<file path="src/rtl/dac_pacer_pkg.sv">
package dac_pacer_pkg;
  localparam int SAMPLE_W = 16;
  localparam int CODE_W   = 8;

  typedef logic [CODE_W-1:0]   code_t;
  typedef logic [SAMPLE_W-1:0] sample_t;

  typedef enum logic {
    CH_A = 1'b0,
    CH_B = 1'b1
  } chan_sel_e;
endpackage

</file>
<file path="src/rtl/dacp_interval_timer.sv">
module dacp_interval_timer #(
  parameter int TGT_W = 16
) (
  input  logic             clk,
  input  logic             rst_n,
  input  logic             run,
  input  logic             restart,
  input  logic [TGT_W-1:0] target,
  output logic             tick
);
  logic [TGT_W-1:0] cnt_q, cnt_d;
  logic             tick_q, tick_d;
  logic             wrap;

  assign wrap = ({1'b0, cnt_q} + {{TGT_W{1'b0}}, 1'b1}) >= {1'b0, target};

  always_comb begin
    cnt_d  = cnt_q;
    tick_d = 1'b0;
    if (!run || restart) begin
      cnt_d = '0;
    end else if (wrap) begin
      cnt_d  = '0;
      tick_d = 1'b1;
    end else begin
      cnt_d = cnt_q + 1'b1;
    end
  end

  always_ff @(posedge clk or negedge rst_n) begin
    if (!rst_n) begin
      cnt_q  <= '0;
      tick_q <= 1'b0;
    end else begin
      cnt_q  <= cnt_d;
      tick_q <= tick_d;
    end
  end

  assign tick = tick_q;


  idle_no_tick_chk: assert property (@(posedge clk) disable iff (!rst_n)
    !run |=> !tick_q);


  restart_zero_chk: assert property (@(posedge clk) disable iff (!rst_n)
    restart |=> (cnt_q == '0) && !tick_q);
endmodule

</file>
<file path="src/rtl/dacp_sample_fifo.sv">
module dacp_sample_fifo #(
  parameter int DATA_W = 16,
  parameter int DEPTH  = 8
) (
  input  logic              clk,
  input  logic              rst_n,
  input  logic              flush,
  input  logic              push,
  input  logic [DATA_W-1:0] push_data,
  input  logic              pop,
  output logic [DATA_W-1:0] pop_data,
  output logic              empty,
  output logic              full
);
  localparam int AW = (DEPTH > 1) ? $clog2(DEPTH) : 1;
  localparam int CW = AW + 1;
  localparam logic [CW-1:0] DEPTH_C = CW'(DEPTH);
  localparam logic [AW-1:0] LAST    = AW'(DEPTH - 1);

  logic [DATA_W-1:0] mem [DEPTH];
  logic [AW-1:0]     wp_q, wp_d, rp_q, rp_d;
  logic [CW-1:0]     cnt_q, cnt_d;
  logic              do_push, do_pop;

  assign empty   = (cnt_q == '0);
  assign full    = (cnt_q == DEPTH_C);
  assign do_push = push && !full && !flush;
  assign do_pop  = pop && !empty && !flush;
  assign pop_data = mem[rp_q];

  always_comb begin
    wp_d  = wp_q;
    rp_d  = rp_q;
    cnt_d = cnt_q;
    if (flush) begin
      wp_d  = '0;
      rp_d  = '0;
      cnt_d = '0;
    end else begin
      if (do_push) wp_d = (wp_q == LAST) ? '0 : wp_q + 1'b1;
      if (do_pop)  rp_d = (rp_q == LAST) ? '0 : rp_q + 1'b1;
      case ({do_push, do_pop})
        2'b10:   cnt_d = cnt_q + 1'b1;
        2'b01:   cnt_d = cnt_q - 1'b1;
        default: cnt_d = cnt_q;
      endcase
    end
  end

  always_ff @(posedge clk or negedge rst_n) begin
    if (!rst_n) begin
      wp_q  <= '0;
      rp_q  <= '0;
      cnt_q <= '0;
    end else begin
      wp_q  <= wp_d;
      rp_q  <= rp_d;
      cnt_q <= cnt_d;
    end
  end

  always_ff @(posedge clk) begin
    if (do_push) mem[wp_q] <= push_data;
  end


  depth_bound_chk: assert property (@(posedge clk) disable iff (!rst_n)
    cnt_q <= DEPTH_C);


  flush_empty_chk: assert property (@(posedge clk) disable iff (!rst_n)
    flush |=> empty);
endmodule

</file>
<file path="src/rtl/dacp_chan_seq.sv">
module dacp_chan_seq
  import dac_pacer_pkg::*;
(
  input  logic    clk,
  input  logic    rst_n,
  input  logic    trig,
  input  logic    alt,
  input  logic    clr,
  input  logic    q_empty,
  input  sample_t q_data,
  output logic    q_pop,
  output code_t   ch0,
  output code_t   ch1,
  output logic    uflow
);
  code_t     ch0_q, ch0_d, ch1_q, ch1_d;
  chan_sel_e ptr_q, ptr_d;
  logic      uf_q, uf_d;
  logic      upd, ld0, ld1;

  assign upd   = trig && !q_empty;
  assign q_pop = upd;
  assign ld0   = upd && (!alt || ptr_q == CH_A);
  assign ld1   = upd && (!alt || ptr_q == CH_B);

  always_comb begin
    ch0_d = ld0 ? q_data[7:0] : ch0_q;
    ch1_d = ld1 ? (alt ? q_data[7:0] : q_data[15:8]) : ch1_q;
    ptr_d = ptr_q;
    if (clr) begin
      ptr_d = CH_A;
    end else if (upd && alt) begin
      ptr_d = (ptr_q == CH_A) ? CH_B : CH_A;
    end
    uf_d = uf_q;
    if (clr) begin
      uf_d = 1'b0;
    end else if (trig && q_empty) begin
      uf_d = 1'b1;
    end
  end

  always_ff @(posedge clk or negedge rst_n) begin
    if (!rst_n) begin
      ch0_q <= '0;
      ch1_q <= '0;
      ptr_q <= CH_A;
      uf_q  <= 1'b0;
    end else begin
      if (ld0) ch0_q <= ch0_d;
      if (ld1) ch1_q <= ch1_d;
      ptr_q <= ptr_d;
      uf_q  <= uf_d;
    end
  end

  assign ch0   = ch0_q;
  assign ch1   = ch1_q;
  assign uflow = uf_q;


  empty_flag_chk: assert property (@(posedge clk) disable iff (!rst_n)
    (trig && q_empty && !clr) |=> uf_q);


  alt_single_chk: assert property (@(posedge clk) disable iff (!rst_n)
    alt |=> ($stable(ch0_q) || $stable(ch1_q)));


  clr_state_chk: assert property (@(posedge clk) disable iff (!rst_n)
    clr |=> (ptr_q == CH_A) && !uf_q);
endmodule

</file>
<file path="src/rtl/dac_pacer.sv">
module dac_pacer
  import dac_pacer_pkg::*;
#(
  parameter int TGT_W = 16,
  parameter int DEPTH = 8
) (
  input  logic             clk,
  input  logic             rst_n,
  input  logic             dig_en,
  input  logic             timer_en,
  input  logic             alt_mode,
  input  logic [TGT_W-1:0] interval,
  input  logic             fifo_clr,
  input  logic             seq_clr,
  input  logic             wr_valid,
  input  logic [15:0]      wr_data,
  output logic             wr_ready,
  input  logic [7:0]       direct0,
  input  logic [7:0]       direct1,
  output logic [7:0]       dac0,
  output logic [7:0]       dac1,
  output logic             tick,
  output logic             underflow
);
  logic    trig, q_empty, q_full, q_pop;
  sample_t q_data;
  code_t   ch0, ch1;

  dacp_interval_timer #(.TGT_W(TGT_W)) u_timer (
    .clk     (clk),
    .rst_n   (rst_n),
    .run     (timer_en),
    .restart (seq_clr),
    .target  (interval),
    .tick    (trig)
  );

  dacp_sample_fifo #(.DATA_W(SAMPLE_W), .DEPTH(DEPTH)) u_fifo (
    .clk       (clk),
    .rst_n     (rst_n),
    .flush     (fifo_clr),
    .push      (wr_valid),
    .push_data (wr_data),
    .pop       (q_pop),
    .pop_data  (q_data),
    .empty     (q_empty),
    .full      (q_full)
  );

  dacp_chan_seq u_seq (
    .clk     (clk),
    .rst_n   (rst_n),
    .trig    (trig),
    .alt     (alt_mode),
    .clr     (seq_clr),
    .q_empty (q_empty),
    .q_data  (q_data),
    .q_pop   (q_pop),
    .ch0     (ch0),
    .ch1     (ch1),
    .uflow   (underflow)
  );

  assign wr_ready = !q_full;
  assign tick     = trig;
  assign dac0     = dig_en ? ch0 : direct0;
  assign dac1     = dig_en ? ch1 : direct1;
endmodule

</file>
<file path="config.mk">
export PLATFORM = sky130hd
export DESIGN_NAME = dac_pacer
export DESIGN_NICKNAME = d
export VERILOG_FILES = /design/src/rtl/dac_pacer_pkg.sv /design/src/rtl/dacp_interval_timer.sv /design/src/rtl/dacp_sample_fifo.sv /design/src/rtl/dacp_chan_seq.sv /design/src/rtl/dac_pacer.sv
export SDC_FILE = /design/constraint.sdc
export NUM_CORES = 1
export LEC_CHECK = 0
export BUFFER_PORTS_ARGS = -buffer_cell sky130_fd_sc_hd__buf_2
export CORE_AREA = 2 2 152 154
export DETAILED_ROUTE_END_ITERATION = 10
export DIE_AREA = 0 0 154 156
export GPL_TIMING_DRIVEN = 0
export PLACE_DENSITY_LB_ADDON = 0.15
export SYNTH_ARGS = -nofsm -noshare
export SYNTH_HDL_FRONTEND = slang
export SYNTH_SLANG_ARGS = --single-unit
</file>
<file path="constraint.sdc">
create_clock -name clk -period 4.11 [get_ports clk]
set_input_delay 0.411 -clock clk [delete_from_list [all_inputs] [get_ports clk]]
set_output_delay 0.411 -clock clk [all_outputs]
set_load 0.05 [all_outputs]
</file>
==> impl_results.md <==
* Run status: finished, final reports clean
* DRT antenna net count at 0
* Wire per inst at 19.2 µm
* Setup TNS at 0 ns
* Hold Path Class: input pin to async pin
* Int Pwr at 2.81 mW
* Buffers on Ports at 73
* Syn nets at 577
* Worst IR drop on VDD at 0.304 mV
* GRT overflow at 0
* Worst R2R Path Depth at 10
* Slowest CP cell: a311oi_2
* Synth top cells by count: edfxtp_1 (128), dfrtp_1 (45), nand2_1 (35)
* Max incr delay on CP at 0.56 ns
* Largest net degree at the start of global routing at 46
* CTS tree: done
* Final #Nets at 679
* Htree depth at 4
* Post-synth top area cell: edfxtp_1
* Rel. slew slack at 29.9%
* Sw Pwr at 816 µW
* Final setup violation count at 0
* Clock Skews at 0.00862 ns
* Top cell type's share of synthesized area at 49.9%
* Hold_ws at 0.166 ns
* Clk_lat worst skew at 0.42 ns
* RSZ-0062 raised after global routing: no
* Pre-Repair DR Iteration Count at 4
* Comb pwr share at 5.1%
* Sequential power share at 52.6%
* Post-Syn Area at 7700 µm²
* Fin. Hold Viols at 0
* Share of layout cells above drive strength 1 at 30.9%
* Worst path required time at 4.40 ns
* Reg2reg start: u_timer.cnt_q[0]
* Reg2Reg Setup Slack at 0.46 ns
* Antenna violations before repair at 2
* Clock power share at 42.3%
* Core box area at 22400 µm²
* Synth area leaders: edfxtp_1 (50%), dfrtp_1 (15%), mux4_2 (9.4%)
* Cell area after layout at 9210 µm²
* CTS Buf Count at 17
* Fin crit share at 88.9%
* Critical path class: register to register
* Die height at 156 µm
* Post-synthesis sequential area ratio at 64.5%
* Final core occ at 41.2%
* Clock-pin slew on the worst setup and hold paths at 0.07 ns
* Startpoint types: register
* Vias at 4514
* Setup crit end kind: register
* Num Clock Sinks at 173
* CTS Hold Bufs at 0
* Commonest register cell after synthesis: edfxtp_1
* Total Wirelength at 17.2 mm
* Vias in the first global route at 4832
* Placed Area at 8640 µm²
* Final Wtd Congestion at 0.782
* Maxcap violations at 0
* Peak Freq at 274 MHz
* Layout Area Growth over Synthesis at 19.5%
* Crit path DAT at 3.94 ns
* Global-route wire length before repair at 27.1 mm
* Drt via density at 5.03
* Cell chain of the critical path: ha_1 -> nand4_1 -> nor4_1 -> xor2_1 -> ha_1 -> nand3_1 -> or3_1 -> a311oi_2 -> clkbuf_1 -> nor4b_1
* Post-synth EDFFs at 128
* Post-CTS setup buffers at 0
* Initial Util at 34.4%
* Sw Share at 22.5%
* Die area at 24000 µm²
* Slew @ Worst Pin at 1.05 ns
* PD cells at 394 nW/µm²
* Crit path time final at 3.65 ns
* Cell with the most instances after synthesis: edfxtp_1
* Synth Register Bits at 173
* R2r endpoint: u_timer.cnt_q[13]
* Final routed DRC violation total at 0
* All-Layer GR Usage at 15.0%
* Post_cts resized at 0
* Clock buffer depth at 2
* Post-synthesis cell type count at 46
* Worst Path Max Fanout at 10
* Crit-path most repeated cell: ha_1
* DRT iter0 DRCs at 204
* Yosys warns at 0
* Overall Power at 3.63 mW
* Async S/R FF share, synth at 26.0%
* Chip Width at 154 µm
* Worst Setup EP: u_timer.cnt_q[13]
* Row count at 55
* Post-detail-place hpwl at 12.3 mm
* Syn Inst Count at 497
* LEAKAGE at 3.39 nW
* Root Driver: clkbuf_16
* Post-synthesis average cell area at 15.5 µm²
* Final-report max-slew violation count at 0
* I/O Pins at 75
* Worst setup path start: u_timer.cnt_q[0]
how the worst min path moves through the flow:
| stage | endpoint | slack, ns | depth (start not counted) |
|---|---|---|---|
| final | u_timer.tick | 0.17 | 1 |
| after detailed placement | u_seq.uflow | 0.52 | 2 |
| after global placement | u_seq.uflow | 0.51 | 2 |
| after CTS | u_seq.ptr_q | 0.19 | 2 |
| after global routing | u_seq.ptr_q | 0.21 | 2 |
| after floorplan | u_fifo.cnt_q[0] | 0.12 | 0 |
power groups by stage:
stage                     logic, mW  clock network [mW]  registers (mW)
final                         0.185                1.53            1.91
after global routing          0.207                1.64            1.91
after CTS                     0.190                1.57            1.91
after detailed placement      0.189                   0            1.95
after global placement        0.177                   0            1.95
after floorplan               0.101                   0            1.94
per-layer routing:
layer  part of all wire [%]  up-vias  wire length [µm]  GRT usage, %
met2                     51       88              8730          26.3
met1                     44     2275              7600          18.7
met5                  0.070        -                12             0
met3                    3.7       25               639          3.31
li1                       -     2124                 -             -
met4                    1.5        2               261          4.63
state kept, by name, summed over array words and instances, names as in the netlist:
| name | count |
|---|---|
| u_fifo.mem | 128 |
| u_timer.cnt_q | 16 |
| u_seq.ch0 | 8 |
| u_seq.ch1 | 8 |
| u_fifo.cnt_q | 4 |
| u_fifo.rp_q | 3 |
| u_fifo.wp_q | 3 |
| u_seq.ptr_q | 1 |
| u_seq.uflow | 1 |
| u_timer.tick | 1 |
placed cells by master, fill, tap and decap left out, types with 15 or more instances in the layout:
cell and count:
dfrtp_1 45, a21oi_1 22, nor4b_1 15, edfxtp_1 128, inv_1 28, nor2_1 24
clkbuf_16 17, buf_2 78, mux4_2 32, mux2_2 24, nand2_1 35, ha_1 23
kinds of logic after synthesis:
| family | count (synthesis) | synth area share [%] |
|---|---|---|
| DFF | 173 | 64.5 |
| adders and majority gates | 24 | 4.00 |
| buffers and inverters | 46 | 2.42 |
| and+or+nand+nor | 121 | 8.11 |
| xor gates and xnor gates | 17 | 2.18 |
| AOI/OAI and AO/OA | 48 | 4.31 |
| muxes | 68 | 14.5 |
final cells by class:
type | instances | area (µm²)
diodes | 1 | 2.50
plain buffers | 18 | 81.3
clock buffers | 19 | 433
clock inverters | 13 | 129
fillers | 2042 | 13200
inverters | 28 | 105
multi-input cells | 278 | 2570
flip-flops and latches | 173 | 4970
well taps | 285 | 357
repair buffers | 83 | 559
through the flow:
stage	instances	setup slack, ns
3_3_place_gp	855	0.177
6_report	898	0.457
3_5_place_dp	865	0.454
2_1_floorplan	497	1.19
4_1_cts	897	0.445
5_1_grt	897	0.141
critical path, delay by kind of cell, from the launching register on:
kind | cells | cell delay [ns]
AND/OR/NAND/NOR | 5 | 1.31
adder cells (fa/ha/maj) | 2 | 0.57
AO/OA/AOI/OAI | 1 | 0.56
flip-flops | 1 | 0.48
buffers and inverters | 1 | 0.44
XOR/XNOR | 1 | 0.14
No activity file was read; power rests on OpenSTA's default activity.
